File: src/rtl/dbg_halt_pkg.sv
package dbg_halt_pkg;
  localparam int CAUSE_W = 2;

  typedef enum logic [CAUSE_W-1:0] {
    CAUSE_NONE  = 2'b00,
    CAUSE_BKPT  = 2'b01,
    CAUSE_WATCH = 2'b10,
    CAUSE_REQ   = 2'b11
  } cause_e;

  typedef struct packed {
    logic   enter;
    logic   takeWatch;
    cause_e cause;
  } strobe_t;
endpackage

File: src/rtl/dbg_halt_path.sv
module dbg_halt_path
  import dbg_halt_pkg::*;
#(
  parameter int TAG_STAGES = 2
) (
  input  logic               clk,
  input  logic               rstN,
  input  logic               advance,
  input  logic               flush,
  input  logic               fetchValid,
  input  logic               bkptIn,
  input  logic               watchHit,
  input  logic               exitDbg,
  input  strobe_t            strobe,
  output logic               exeMarked,
  output logic               wpPend,
  output logic               dbgActive,
  output logic               dbgEnter,
  output logic [CAUSE_W-1:0] dbgCause,
  output logic               execSuppress
);
  localparam int LAST = TAG_STAGES - 1;

  logic [TAG_STAGES-1:0] stValid;
  logic [TAG_STAGES-1:0] stMark;
  logic                  clearAll;

  // Any flush, the halt itself, or the debug session empties the mark pipe.
  assign clearAll = flush | strobe.enter | dbgActive;

  for (genvar s = 0; s < TAG_STAGES; s++) begin : g_stage
    logic inValid, inMark, vld, mrk;
    if (s == 0) begin : g_head
      assign inValid = fetchValid;
      assign inMark  = fetchValid & bkptIn;
    end else begin : g_body
      assign inValid = stValid[s-1];
      assign inMark  = stMark[s-1];
    end
    always_ff @(posedge clk) begin
      if (!rstN || clearAll) begin
        vld <= 1'b0;
        mrk <= 1'b0;
      end else if (advance) begin
        vld <= inValid;
        mrk <= inMark;
      end
    end
    assign stValid[s] = vld;
    assign stMark[s]  = mrk;
  end

  assign exeMarked    = stValid[LAST] & stMark[LAST];
  assign execSuppress = exeMarked | dbgActive;

  always_ff @(posedge clk) begin
    if (!rstN) begin
      wpPend    <= 1'b0;
      dbgActive <= 1'b0;
      dbgEnter  <= 1'b0;
      dbgCause  <= CAUSE_NONE;
    end else begin
      wpPend   <= (wpPend | (watchHit & ~dbgActive)) & ~strobe.takeWatch;
      dbgEnter <= strobe.enter;
      if (strobe.enter) begin
        dbgActive <= 1'b1;
        dbgCause  <= strobe.cause;
      end else if (exitDbg) begin
        dbgActive <= 1'b0;
      end
    end
  end
endmodule

File: src/rtl/dbg_halt_arbiter.sv
module dbg_halt_arbiter
  import dbg_halt_pkg::*;
(
  input  logic    exeMarked,
  input  logic    wpPend,
  input  logic    watchHit,
  input  logic    instrDone,
  input  logic    multiBusy,
  input  logic    dbgReq,
  input  logic    dbgActive,
  output strobe_t strobe
);
  logic bkptReady, watchReady, reqReady;

  assign bkptReady  = exeMarked & ~dbgActive;
  assign watchReady = (wpPend | watchHit) & instrDone & ~multiBusy & ~dbgActive;
  assign reqReady   = dbgReq & ~multiBusy & ~dbgActive;

  always_comb begin
    strobe = '{enter: 1'b0, takeWatch: 1'b0, cause: CAUSE_NONE};
    if (bkptReady) begin
      strobe.enter = 1'b1;
      strobe.cause = CAUSE_BKPT;
    end else if (watchReady) begin
      strobe.enter     = 1'b1;
      strobe.takeWatch = 1'b1;
      strobe.cause     = CAUSE_WATCH;
    end else if (reqReady) begin
      strobe.enter = 1'b1;
      strobe.cause = CAUSE_REQ;
    end
  end
endmodule

File: src/rtl/debug_halt_ctrl.sv
module debug_halt_ctrl
  import dbg_halt_pkg::*;
#(
  parameter int TAG_STAGES = 2
) (
  input  logic               clk,
  input  logic               rstN,
  input  logic               advance,
  input  logic               flush,
  input  logic               fetchValid,
  input  logic               bkptIn,
  input  logic               watchHit,
  input  logic               instrDone,
  input  logic               multiBusy,
  input  logic               dbgReq,
  input  logic               exitDbg,
  output logic               execSuppress,
  output logic               dbgEnter,
  output logic [CAUSE_W-1:0] dbgCause,
  output logic               dbgActive
);
  strobe_t strobe;
  logic    exeMarked, wpPend;

  dbg_halt_path #(.TAG_STAGES(TAG_STAGES)) u_path (
    .clk(clk), .rstN(rstN), .advance(advance), .flush(flush),
    .fetchValid(fetchValid), .bkptIn(bkptIn), .watchHit(watchHit),
    .exitDbg(exitDbg), .strobe(strobe), .exeMarked(exeMarked),
    .wpPend(wpPend), .dbgActive(dbgActive), .dbgEnter(dbgEnter),
    .dbgCause(dbgCause), .execSuppress(execSuppress)
  );

  dbg_halt_arbiter u_arb (
    .exeMarked(exeMarked), .wpPend(wpPend), .watchHit(watchHit),
    .instrDone(instrDone), .multiBusy(multiBusy), .dbgReq(dbgReq),
    .dbgActive(dbgActive), .strobe(strobe)
  );
endmodule

File: config.mk
export PLATFORM = sky130hd
export DESIGN_NAME = debug_halt_ctrl
export DESIGN_NICKNAME = d
export VERILOG_FILES = /design/src/rtl/dbg_halt_pkg.sv /design/src/rtl/dbg_halt_path.sv /design/src/rtl/dbg_halt_arbiter.sv /design/src/rtl/debug_halt_ctrl.sv
export SDC_FILE = /design/constraint.sdc
export NUM_CORES = 1
export LEC_CHECK = 0
export BUFFER_PORTS_ARGS = -buffer_cell sky130_fd_sc_hd__buf_2
export CAP_MARGIN = 20
export CORE_AREA = 2 2 39 41
export DETAILED_ROUTE_END_ITERATION = 6
export DIE_AREA = 0 0 41 43
export PLACE_DENSITY_LB_ADDON = 0.12
export SETUP_SLACK_MARGIN = 0.4
export SLEW_MARGIN = 20
export SYNTH_ARGS = -nofsm -noshare
export SYNTH_HDL_FRONTEND = slang
export SYNTH_HIERARCHICAL = 1
export SYNTH_SLANG_ARGS = --single-unit
File: constraint.sdc
create_clock -name clk -period 1.7 [get_ports clk]
set_input_delay 0.17 -clock clk [delete_from_list [all_inputs] [get_ports clk]]
set_output_delay 0.17 -clock clk [all_outputs]
set_load 0.01 [all_outputs]
==> impl_metrics.json <==
{
  "slew_headroom": 0.8294,
  "grt_use_total": 0.1247,
  "crit_fanout": 4,
  "wl_um": 823,
  "grt_first_pass_wirelength_mm": 1.380,
  "postCtsHoldBufs": 0,
  "synth.distinct_cells": 19,
  "drv_cap": 0,
  "portBuffers": 15,
  "period_needed_ns": 1.514,
  "finalSetupTns_ns": 0,
  "firstDrtPassIters": 2,
  "dp_hpwl_um": 604,
  "antenna_found_initial": 0,
  "die_area_um2": 1763,
  "cp_num_buf_inv": 0,
  "cts_sinks": 9,
  "peakVddDrop_v": 0.0006152,
  "slowest_delay_ns": 0.53,
  "io_pins": 16,
  "die_h_um": 43,
  "route.detailed.drc": 0,
  "cp-end-kind": "register",
  "p_leak_uw": 0.0002653,
  "multiInputGateArea_um2": 239.0,
  "cp_cell_sequence": "and2_4, o311a_1, or4b_4, nor2_2",
  "syn_nets": 52,
  "clk_pin_slew_ns": 0.06,
  "worst_path_max_delay_cell": "or4b_4",
  "synth_area_leaders": "dfxtp_1 (43%), mux2i_1 (12%), nor2b_1 (6.0%), o21a_1 (5.4%), o2bb2ai_2 (3.6%)",
  "synth_top_area_frac": 0.4337,
  "outcome": "completed",
  "fill_cells": 150,
  "area_growth_pct": 39.46,
  "gp_congestion": 0.7086,
  "crit_family": "simple AND/OR/NAND/NOR gates",
  "grt_pass1_vias": 337,
  "fin_crit_sh": 0.8905,
  "synthCells": 41,
  "ys_ff_latch": 9,
  "finalSetupViolCount": 0,
  "finClkSkew_ns": 0.005251,
  "clockRootBuffer": "clkbuf_4",
  "finalHoldViolCount": 0,
  "power.density_nw_per_um2": 798.2,
  "synthesis.area_um2": 415.4,
  "dieWidth_um": 41,
  "yosys.area.top_type": "dfxtp_1",
  "antenna_cells": 0,
  "overflow": 0,
  "grt_max_degree": 9,
  "clk_latency_ns": 0.26,
  "rsz0062_at_grt": "true",
  "worst_pin_slew_ns": 0.2555,
  "max_freq_mhz": 660.6,
  "hp-class": "in2reg",
  "critPathArrivalTime_ns": 1.70,
  "placed_area_um2": 516.7,
  "core-area_um2": 1384,
  "final_max_slew_viol_count": 0,
  "dr.first_iter.drc_count": 1,
  "via_per_inst": 4.641,
  "ys_seq_area_frac": 0.4337,
  "cts_tree": "yes",
  "h-tree-depth": 1,
  "vias": 362,
  "numCtsBuffers": 3,
  "crit_type": "reg2reg",
  "seqCellArea_um2": 182.7,
  "design_area_um2": 579.3,
  "wire_per_inst_um": 10.55,
  "rows": 14,
  "final_nets": 74,
  "crit_required_ns": 1.89,
  "postRouteAntennaNets": 0,
  "clockBufferDepth": 2,
  "syn_avg_cell_area_um2": 10.13,
  "drive_gt1_frac": 0.5161,
  "startpoint_type": "register",
  "ys_warn_count": 6,
  "initial_core_util": 0.3002
}
[routing by layer]
metal | part of all wire | GRT usage | vias up | wire (µm)
met1 | 0.48 | 0.1521 | 164 | 395
met2 | 0.43 | 0.1563 | 11 | 358
met5 | 0 | 0 | - | 0
li1 | - | - | 185 | -
met3 | 0.069 | 0.09424 | 2 | 57
met4 | 0.013 | 0.06000 | 0 | 11
[synthesized netlist by cell type (all sizes together)]
library cell / n
nor2: 3
or2: 1
dfxtp: 9
nand3: 1
nand2b: 2
o21a: 3
a21oi: 1
mux2i: 5
o2bb2ai: 1
o211a: 1
nor3: 1
clkbuf: 1
or4b: 1
o311a: 1
nor2b: 4
inv: 2
or3b: 1
and2: 3
[cells in the final DEF, fill, tap and decap left out]
cell and instances:
and2_4 1, or2_4 1, o311a_1 1, nand3_1 1
mux2i_1 5, dfxtp_2 2, or4b_4 1, and2_2 1
nand2b_1 2, o2bb2ai_2 1, nor3_2 1, and2_1 1
nor2_1 1, or3b_1 1, buf_2 14, nor2_2 2
dfxtp_1 7, buf_4 3, nor2b_1 4, inv_1 2
o21a_1 3, clkbuf_1 1, clkbuf_4 3, a21oi_2 1
buf_6 1, o211a_1 1
[worst reg2reg max path, delay by kind of cell (launching register included)]
family / cells / cell delay (ns)
DFF: 1 / 0.32
and+or+nand+nor: 3 / 0.78
AOI/OAI and AO/OA: 1 / 0.34
[cell type report]
class / count / share of cell area
Sequential cell: 9 / 0.3153
Inverter: 2 / 0.01296
Multi-Input combinational cell: 29 / 0.4125
Timing Repair Buffer: 18 / 0.1793
Tap cell: 16 / 0.03456
Clock buffer: 4 / 0.04536
[worst paths after layout]
path                                 to  slack (ns)  cells after the start                   from
setup reg to reg  u_path/g_stage[1].vld        0.19                      4  u_path/g_stage[1].vld
setup / recovery  u_path/g_stage[1].vld        0.19                      4  u_path/g_stage[1].vld
hold / removal    u_path/g_stage[0].vld        0.18                      3             fetchValid
hold reg to reg   u_path/g_stage[0].mrk        0.49                      2  u_path/g_stage[0].mrk
[registers in the layout, indices dropped and copies added (netlist names)]
| register | count |
|---|---|
| u_path/dbgActive | 1 |
| u_path/dbgCause | 2 |
| u_path/dbgEnter | 1 |
| u_path/g_stage.mrk | 2 |
| u_path/g_stage.vld | 2 |
| u_path/wpPend | 1 |
[kinds of logic (layout without fill, tap and decap cells)]
family / after synthesis / in the layout / synth area share
muxes: 5 / 5 / 0.1205
DFF: 9 / 9 / 0.4337
and+or+nand+nor: 17 / 17 / 0.2590
buffers and inverters: 3 / 24 / 0.02711
AOI/OAI and AO/OA: 7 / 7 / 0.1596
[report_power, final]
part / switching, µW / internal [µW]
sequential: 5.92 / 219
combinational: 31.9 / 42.2
clock: 72.9 / 90.4
[metrics by stage]
| stage | total power [µW] | utilization | worst slack, ns | instances | hold slack (ns) |
|---|---|---|---|---|---|
| after floorplan | 268.5 | - | 0.1755 | 41 | 0.2875 |
| after global placement | 296.6 | 0.3734 | 0.1824 | 72 | 0.4505 |
| after detailed placement | 296.4 | 0.3734 | 0.1705 | 72 | 0.4581 |
| after CTS | 469.4 | 0.4132 | 0.1836 | 78 | 0.1680 |
| after global routing | 496.0 | 0.4186 | 0.1565 | 78 | 0.1705 |
| final | 462.4 | 0.4186 | 0.1862 | 78 | 0.1753 |
[timing repair]
action | CTS | global route
endpoints found under the hold margin | 0 | 0
resized for setup | 5 | 2
pin swaps | 3 | 1
setup endpoints to repair | 7 | 8
buffers inserted | 2 | 0
No activity file was read; power rests on OpenSTA's default activity.
